`src/rtl/nand_hamming_ecc.sv`:
```
module nand_hamming_ecc #(
  parameter int SEC_AW = 9,
  parameter int SIZE_W = SEC_AW - 1
) (
  input  logic              clk,
  input  logic              rst_n,
  input  logic              cfg_en,
  input  logic              cfg_wide,
  input  logic              clear,
  input  logic [SIZE_W-1:0] size_half_m1,
  input  logic              bus_valid,
  input  logic [15:0]       bus_data,
  output logic [31:0]       result,
  output logic [23:0]       ecc_bytes,
  output logic              done
);
  localparam int NW = SEC_AW + 3;
  localparam int CW = SEC_AW + 1;

  function automatic logic [2*NW-1:0] byte_par(input logic [7:0] d, input logic [SEC_AW-1:0] idx);
    logic [NW-1:0] ev, od;
    ev = '0;
    od = '0;
    for (int i = 0; i < 3; i++)
      for (int b = 0; b < 8; b++)
        if (b[i]) od[i] ^= d[b];
        else      ev[i] ^= d[b];
    for (int j = 0; j < SEC_AW; j++)
      if (idx[j]) od[3+j] = ^d;
      else        ev[3+j] = ^d;
    return {od, ev};
  endfunction

  logic [2*NW-1:0] acc_q, res_q, contrib;
  logic [CW-1:0]   cnt_q, cnt_nxt, total;
  logic            done_q, take, last;

  assign take    = cfg_en && bus_valid && !done_q;
  assign total   = CW'({size_half_m1, 1'b0}) + CW'(2);
  assign cnt_nxt = cnt_q + (cfg_wide ? CW'(2) : CW'(1));
  assign last    = cnt_nxt >= total;
  assign contrib = byte_par(bus_data[7:0], cnt_q[SEC_AW-1:0]) ^
                   (cfg_wide ? byte_par(bus_data[15:8], SEC_AW'(cnt_q + CW'(1))) : '0);

  always_ff @(posedge clk or negedge rst_n) begin
    if (!rst_n) begin
      acc_q  <= '0;
      res_q  <= '0;
      cnt_q  <= '0;
      done_q <= 1'b0;
    end else if (clear) begin
      acc_q  <= '0;
      res_q  <= '0;
      cnt_q  <= '0;
      done_q <= 1'b0;
    end else if (take) begin
      acc_q <= acc_q ^ contrib;
      cnt_q <= cnt_nxt;
      if (last) begin
        done_q <= 1'b1;
        res_q  <= acc_q ^ contrib;
      end
    end
  end

  always_comb begin
    result           = '0;
    result[NW-1:0]   = res_q[NW-1:0];
    result[16 +: NW] = res_q[NW +: NW];
  end

  assign ecc_bytes = {result[27:24], result[11:8], result[23:16], result[7:0]};
  assign done      = done_q;

  assert_hold_R5: assert property (@(posedge clk) disable iff (!rst_n)
    (done && !clear) |=> ($stable(result) && done));

  assert_clear_R6: assert property (@(posedge clk) disable iff (!rst_n)
    clear |=> (!done && result == 32'h0));

  assert_idle_R7: assert property (@(posedge clk) disable iff (!rst_n)
    (!cfg_en && !clear) |=> ($stable(acc_q) && $stable(cnt_q)));

  assert_done_cause_R4: assert property (@(posedge clk) disable iff (!rst_n)
    $rose(done) |-> $past(bus_valid && cfg_en && !clear));
endmodule

```
`config.mk`:
```
export PLATFORM = sky130hd
export DESIGN_NAME = nand_hamming_ecc
export DESIGN_NICKNAME = d
export VERILOG_FILES = /design/src/rtl/nand_hamming_ecc.sv
export SDC_FILE = /design/constraint.sdc
export NUM_CORES = 1
export LEC_CHECK = 0
export BUFFER_PORTS_ARGS = -buffer_cell sky130_fd_sc_hd__buf_2
export CAP_MARGIN = 15
export CORE_MARGIN = 4
export CORE_UTILIZATION = 45
export DETAILED_ROUTE_END_ITERATION = 12
export GPL_ROUTABILITY_DRIVEN = 0
export HOLD_SLACK_MARGIN = 0.03
export PLACE_DENSITY = 0.71
export SLEW_MARGIN = 20
export SYNTH_ARGS = -nofsm -noshare
export SYNTH_HDL_FRONTEND = slang
export SYNTH_SLANG_ARGS = --single-unit
```
`constraint.sdc`:
```
create_clock -name clk -period 6.18 [get_ports clk]
set_clock_uncertainty 0.05 [all_clocks]
set_input_delay 0.309 -clock clk [delete_from_list [all_inputs] [get_ports clk]]
set_output_delay 0.309 -clock clk [all_outputs]
set_load 0.02 [all_outputs]
```
==> metrics.txt, run 1 <==
critical path endpoint category=flip-flop; num rows=36; Filler cells=893; simple-gate share of the synthesized area=0.156; most frequent CP cell=ha_1; Pint=0.838 mW; gr ovfl total=0; top cells by area, synth=dfrtp_1, xnor2_1, buf_4, xor2_1, ha_1; Clock power frac=0.251; worst skew pair latency=0.34 ns; HP Class=in2async; Die Y=107 um; max_slew headroom=0.356; GRT Util Overall=0.171; TritonCTS Sinks=59; vias in the first global route=3244; hold buffer count at cts=0; final-report hold violation count=0; WP depth=14; setup bufs post-CTS=0; static leakage=2.25 nW; largest family of logic cells by synthesized area=compound AO/OA/AOI/OAI gates; area of the multi-input gates=2590 um2; synthesized area per cell=9.02 um2; multiplexer share of the synthesized area=0.0250; starting density of the core=0.459; CP Cell Sequence=buf_2, inv_1, ha_1, fa_1, nand3_1, xnor2_1, ha_1, o21a_1, o211ai_1, a31o_2, a21o_1, buf_4, nor2_1, a32o_1; largest net degree at the start of global routing=60; Die W=107 um; Max rail drop VDD=0.000129 V; Critical R2R Launch=cnt_q[0]; Critical Path Fanout Max=32; complex-gate fraction of the synthesized area=0.190; DP Wirelength=7020 um; Flop pwr share=0.347; diode count=0; CP Launch Point=cfg_wide; number of flops mapped to enable cells by yosys=0; Net Sw Frac=0.381; setup violators final=0; CP peak stage delay=0.77 ns; Initial DRC Count=225; R2R Path End=res_q[5]; CORE AREA=9680 um2; kind of critical path=in2reg; logic gate share of total power=0.401; final wirelength=9610 um; Slew Viols, Final=0; Synth top cells by count=dfrtp_1, xnor2_1, nor2_1, nand2_1, buf_4; worst r2r path cells=13; Synth Cell Area=4450 um2; Critical Path AT=4.22 ns; Port Buf Inserts=78; post-cts sizing count=0; drt drc=0; DRT antenna net count=0; Routed WL per cell=14.4 um; RSZ-0062 raised after global routing=false; setup TNS=0 ns; Synth Instances=493; sequential area share after synthesis=0.332; power per cell area=277 nW/um2; crit path to=res_q[5]; Ports=87; final core utilization=0.505; TritonCTS buffer count=9; setup slack, reg-to-reg=2.24 ns; NetSw=0.515 mW; vias per cell=5.27; async set-reset flop share out of synthesis=1.00; die footprint=11500 um2; register area=1480 um2; fin nets=577; Most used DFF post-synth=dfrtp_1; post-synth cell types=56; area leader, netlist=dfrtp_1; Buf/Inv on CP=3; Adder-Cell Fraction of Synth Area=0.0411; Clock Root Buffer=clkbuf_8; CTS tree=built; Req. time, crit path=6.40 ns; status=finished clean; H-tree depth=3; Fmax=250 MHz; CP max stage cell=nor2_1; area grow syn2layout=9.90%; First-pass DRT Iterations=5; share of layout cells above drive strength 1=0.215; Clock Path Buffers=2; via count=3527; global-route wire length before repair=15800 um; Synth Warn #=0; overall power=1.35 mW; Clock transition at path regs=0.07 ns; area fraction of the dominant cell type after synthesis=0.332; CP delay by family, top=adder cells; Startpoint Class=input pin; Tmin final=4.00 ns; most common cell in the netlist=dfrtp_1; synthesis-stage register bit count=59; Tightest Pin Transition=0.962 ns; initial antenna violation count=0; max-cap viol count=0; Synth Area in XOR/XNOR=0.163; Tcrit/Tclk final=0.647
[power groups by stage]
stage / Clock, mW / Combinational, mW / Sequential (mW)
CTS: 0.348 / 0.546 / 0.473
finish: 0.340 / 0.543 / 0.470
floorplan: 0 / 0.411 / 0.514
detailed placement: 0 / 0.543 / 0.480
global placement: 0 / 0.534 / 0.476
global route: 0.363 / 0.590 / 0.480
[sequential cells by signal, summed over array words and instances (netlist names)]
register	count
cnt_q	10
res_q	24
done	1
acc_q	24
[per-stage QoR]
stage               cells  hold slack, ns  cell area, um2  setup slack, ns
floorplan             500         -0.0366            4470             2.77
finish                669          0.0630            4890             2.18
detailed placement    655           0.438            4710             1.90
global placement      655           0.432            4710             2.04
CTS                   669          0.0968            4890             2.20
global route          669           0.125            4890             1.89
[kinds of logic (layout without fill, tap and decap cells)]
logic type,after synthesis,in the layout
compound gates,118,118
simple gates,143,143
buf+inv,73,109
other cells,1,8
xor+xnor,75,75
flops,59,59
fa+ha+maj,14,14
mux,10,10
[worst reg2reg max path: cells and delay by family, from the launching register on]
kind | cells | cell delay [ns]
xor gates and xnor gates | 1 | 0.20
and+or+nand+nor | 3 | 1.29
adders and majority gates | 2 | 0.58
DFF | 1 | 0.54
buffers and inverters | 1 | 0.23
AOI/OAI and AO/OA | 6 | 1.00
[layer usage]
| layer | vias up | GRT usage | part of all wire |
|---|---|---|---|
| met4 | 0 | 0.0803 | 0.024 |
| met2 | 98 | 0.275 | 0.47 |
| met3 | 16 | 0.0258 | 0.050 |
| met5 | - | 0 | 0 |
| met1 | 1660 | 0.226 | 0.45 |
| li1 | 1753 | - | - |
[layout make-up]
type,instances,area share
flip-flops and latches,59,0.302
well taps,133,0.0340
clock buffers,11,0.0289
repair buffers,83,0.0875
multi-input cells,368,0.530
clock inverters,3,0.00819
inverters,12,0.00921
[worst min-delay path by stage]
stage | from | to
final | rst_n | res_q[13]
after global routing | rst_n | res_q[1]
after CTS | rst_n | cnt_q[9]
after detailed placement | acc_q[13] | acc_q[13]
after global placement | res_q[16] | res_q[16]
after floorplan | rst_n | acc_q[0]
[cell usage in the layout, fill, tap and decap left out, drive strengths merged, types with 3 or more instances in the layout]
cell / instances
a22o: 8
ha: 13
nand3: 14
a211o: 5
or2: 5
clkbuf: 11
a22oi: 3
o21ai: 27
a31oi: 3
nor2: 40
nand4: 6
a211oi: 7
nand2b: 6
or3: 9
a31o: 3
mux2: 9
conb: 8
a21bo: 5
nor2b: 8
xnor2: 46
a21boi: 3
nand3b: 11
nand2: 34
nor3: 8
inv: 12
a32o: 7
dfrtp: 59
buf: 83
a21oi: 27
o31ai: 6
xor2: 25
a21o: 7
Note: power is estimated with default switching activity, not from simulation.
==> run 2, diff against run 1 <==
Clock period 6.18 ns to 3.7 ns, I/O delays scaled along.
==> run 2 against run 1 <==
Setup slack got worse by 1.8 ns. Sequential share of layout area decreased by 0.42 points. Non-clock buffer count increased by 3. Wire length increased by 2.2%. Utilization increased by 0.71 points. Sequential power increased by 67%. Count of clock-buffer cells in the layout increased by 1. Via count increased by 2.3%. Hold slack improved by 0.19 ns. Clock power increased by 84%. First-iteration DRC count decreased by 6.7%.
==> metrics.txt, run 2 (synthesis results as in run 1) <==
status=finished clean; overall power=2.32 mW; vias per cell=5.35; First-pass DRT Iterations=5; diode count=0; hold slack final=0.249 ns; DRT antenna net count=0; Tmin final=3.33 ns; HP Class=in2reg; kind of critical path=reg2reg; gr ovfl total=0; Layout Cells excl Fill=674; Critical Path AT=3.50 ns; area grow syn2layout=11.4%; commonest non-fill, non-tap cell in the layout=buf_2; worst skew pair latency=0.34 ns; Slew Viols, Final=0; TritonCTS buffer count=9; Final WS setup=0.375 ns; Placement Cell Area=4730 um2; Startpoint Class=flip-flop; num rows=36; share of layout cells above drive strength 1=0.222; Tcrit/Tclk final=0.899; power per cell area=468 nW/um2; initial antenna violation count=0; Critical Path Fanout Max=27; Req. time, crit path=3.88 ns; Clock transition at path regs=0.07 ns; CTS tree=built; Regs by FF count=acc_q x24, res_q x24, cnt_q x10; Clock Path Buffers=2; pre-CTS WS=0.390 ns; hold path depth=2; DP Wirelength=7360 um; max_slew headroom=0.576; DP Cell Count=657; setup violators final=0; RSZ-0062 raised after global routing=false; Critical R2R Launch=cnt_q[0]; via count=3607; Clock Root Buffer=clkbuf_8; final instance area=4960 um2; final-report hold violation count=0; global-route wire length before repair=16400 um; setup bufs post-CTS=0; post-cts sizing count=0; CORE AREA=9680 um2; max-cap viol count=0; Port Buf Inserts=78; critical path endpoint category=flip-flop; R2R Path End=res_q[14]; Worst Hold Path EP=cnt_q[8]; final wirelength=9820 um; Global Route met3 Usage=0.0270; setup TNS=0 ns; largest net degree at the start of global routing=34; starting density of the core=0.459; Die W=107 um; Ports=87; fin nets=580; final core utilization=0.512; Die Y=107 um; Fmax=301 MHz; most frequent cells in the layout=buf_2, dfrtp_1, xnor2_1; global routing met2 resource utilization=0.297; hold buffer count at cts=1; Tightest Pin Transition=0.636 ns; drt drc=0; GRT Max-Usage Layer=met2; GRT Util Overall=0.178; Initial DRC Count=210; Routed WL per cell=14.6 um; GR Util met1=0.233; HP Start=clear; TritonCTS Sinks=59; H-tree depth=3; worst r2r path cells=11; vias in the first global route=3497; static leakage=2.28 nW; Max rail drop VDD=0.000206 V; setup slack, reg-to-reg=0.37 ns; die footprint=11500 um2
run 2: area by class of cell:
| class | count | area [um2] |
|---|---|---|
| clock inverter | 4 | 47.5 |
| clock buffer | 12 | 165 |
| inverter | 12 | 45.0 |
| multi-input combinational | 368 | 2590 |
| tap | 133 | 166 |
| fill | 901 | 4730 |
| sequential | 59 | 1480 |
| timing repair buffer | 86 | 465 |
run 2: worst max-delay path by stage:
stage | startpoint | end | slack [ns] | cells after the start
after global placement | cnt_q[0] | res_q[14] | 0.49 | 11
after detailed placement | cnt_q[0] | res_q[14] | 0.39 | 11
after floorplan | cfg_wide | res_q[14] | 0.42 | 13
after CTS | cnt_q[0] | res_q[14] | 0.37 | 11
after global routing | cnt_q[1] | res_q[14] | 0.18 | 11
final | cnt_q[0] | res_q[14] | 0.37 | 11
run 2: report_power, final:
| group | leakage (nW) | internal [mW] | switching [mW] | total (mW) |
|---|---|---|---|---|
| combinational | 1.37 | 0.359 | 0.553 | 0.912 |
| sequential | 0.804 | 0.725 | 0.0617 | 0.786 |
| clock | 0.108 | 0.364 | 0.260 | 0.624 |
run 2: metal layers:
metal  share of wire  vias to the layer above  routed length, um
met4           0.014                        0                138
li1                -                     1771                  -
met5               0                        -                  0
met1            0.44                     1711               4330
met3           0.065                       15                641
met2            0.48                      110               4710
run 2: critical path: stages (launching register included):
cell      delay, ns
dfrtp_1        0.48
ha_1           0.26
fa_1           0.42
nand3_1        0.23
xnor2_1        0.17
ha_1           0.26
o21a_1         0.19
o211ai_1       0.16
a31o_2         0.16
a21o_1         0.27
buf_12         0.22
mux2_2         0.34
==> run 3, diff against run 2 <==
Clock period 3.7 ns to 3.3 ns, I/O delays scaled along.
==> run 3 against run 2 <==
Sequential power increased by 12%. Via count decreased by 0.72%. Register-to-register slack worse by 0.06 ns. Hold slack lost 0.020 ns. Largest cell class unchanged. Highest routed layer unchanged.
==> metrics.txt, run 3 (synthesis results as in run 1) <==
Layout Cells excl Fill=675; Max rail drop VDD=0.000175 V; HP Class=in2reg; NetSw=0.946 mW; drt drc=0; Ports=87; Regs by FF count=acc_q x24, res_q x24, cnt_q x10; Critical R2R Launch=cnt_q[1]; setup violators final=0; RSZ-0062 raised after global routing=false; vias in the first global route=3585; area grow syn2layout=11.1%; TritonCTS buffer count=9; Fmax=335 MHz; Filler cells=925; largest net degree at the start of global routing=43; hold slack final=0.229 ns; CP Launch Point=cnt_q[1]; Initial DRC Count=178; CORE AREA=9680 um2; HP Start=clear; diode count=0; GRT Max-Usage Layer=met2; Flop pwr share=0.361; max_slew headroom=0.574; First-pass DRT Iterations=4; pre-CTS WS=0.148 ns; critical path endpoint category=flip-flop; Critical Path AT=3.14 ns; register area=1480 um2; kind of critical path=reg2reg; GRT Util Overall=0.181; Critical Path Fanout Max=31; final-report hold violation count=0; Req. time, crit path=3.46 ns; final core utilization=0.510; num rows=36; share of layout cells above drive strength 1=0.227; global routing met2 resource utilization=0.311; Clock power frac=0.216; CTS tree=built; static leakage=2.28 nW; status=finished clean; via count=3581; Tcrit/Tclk final=0.904; Routed WL per cell=14.4 um; gr ovfl total=0; power per cell area=492 nW/um2; logic gate share of total power=0.423; DP Wirelength=7310 um; Clock Path Buffers=2; Startpoint Class=flip-flop; TritonCTS Sinks=59; die footprint=11500 um2; setup TNS=0 ns; Net Sw Frac=0.389; H-tree depth=3; Clock transition at path regs=0.07 ns; Port Buf Inserts=78; Final WS setup=0.318 ns; most frequent cells in the layout=buf_2, dfrtp_1, xnor2_1; global-route wire length before repair=16800 um; commonest non-fill, non-tap cell in the layout=buf_2; Clock Root Buffer=clkbuf_8; Slew Viols, Final=0; final wirelength=9720 um; DP Cell Count=663; Tmin final=2.98 ns; starting density of the core=0.459; Die W=107 um; DRT antenna net count=0; fin nets=586; area of the multi-input gates=2600 um2; vias per cell=5.31; GR Util met1=0.231; worst skew pair latency=0.33 ns; max-cap viol count=0; initial antenna violation count=0; Pint=1.49 mW; Tightest Pin Transition=0.639 ns; setup bufs post-CTS=0; Die Y=107 um; Global Route met3 Usage=0.0330
[run 3: power by group through the flow]
stage	Clock (mW)	Sequential, mW	Combinational (mW)
4_1_cts	0.542	0.882	1.04
6_report	0.526	0.878	1.03
3_5_place_dp	0	0.895	1.03
2_1_floorplan	0	0.962	0.770
5_1_grt	0.572	0.894	1.13
3_3_place_gp	0	0.889	1.01
[run 3: per-layer routing]
metal | share of wire | vias to the layer above
met5 | 0 | -
met4 | 0.015 | 0
met3 | 0.046 | 11
met2 | 0.48 | 79
met1 | 0.45 | 1723
li1 | - | 1768
[run 3: worst max-delay path: stages (launching register included)]
cell and delay (ns):
dfrtp_1 0.38, ha_1 0.27, a21oi_1 0.05, nor2b_1 0.24, nand3_1 0.22, xnor2_1 0.18, ha_1 0.31, o21a_1 0.10
o211ai_1 0.15, a31o_2 0.16, a21o_1 0.18, buf_12 0.19, mux2_2 0.35
[run 3: final timing paths]
| kind | end | slack, ns | cells after the start |
|---|---|---|---|
| min in group asynchronous | cnt_q[9] | 0.26 | 2 |
| max in group asynchronous | res_q[21] | 2.04 | 3 |
| min reg2reg | res_q[18] | 0.46 | 1 |
| max reg2reg | res_q[13] | 0.32 | 12 |
| min | cnt_q[9] | 0.23 | 2 |
| max | res_q[13] | 0.32 | 12 |
[run 3: final cells by class]
type	count	share of cell area
Clock inverter	1	0.00101
Timing Repair Buffer	92	0.103
Inverter	12	0.00911
Clock buffer	10	0.0278
Sequential cell	59	0.299
Tap cell	133	0.0337
Multi-Input combinational cell	368	0.526
[run 3: per-stage QoR]
step | cell area, um2 | power (mW)
2_1_floorplan | 4470 | 1.73
3_3_place_gp | 4780 | 1.90
3_5_place_dp | 4780 | 1.93
4_1_cts | 4930 | 2.46
5_1_grt | 4940 | 2.60
6_report | 4940 | 2.43
[run 3: what timing repair did]
action	in CTS	in global routing
resized for setup	0	2
hold buffers	1	0
endpoints found under the setup margin	0	2
hold endpoints to repair	17	0
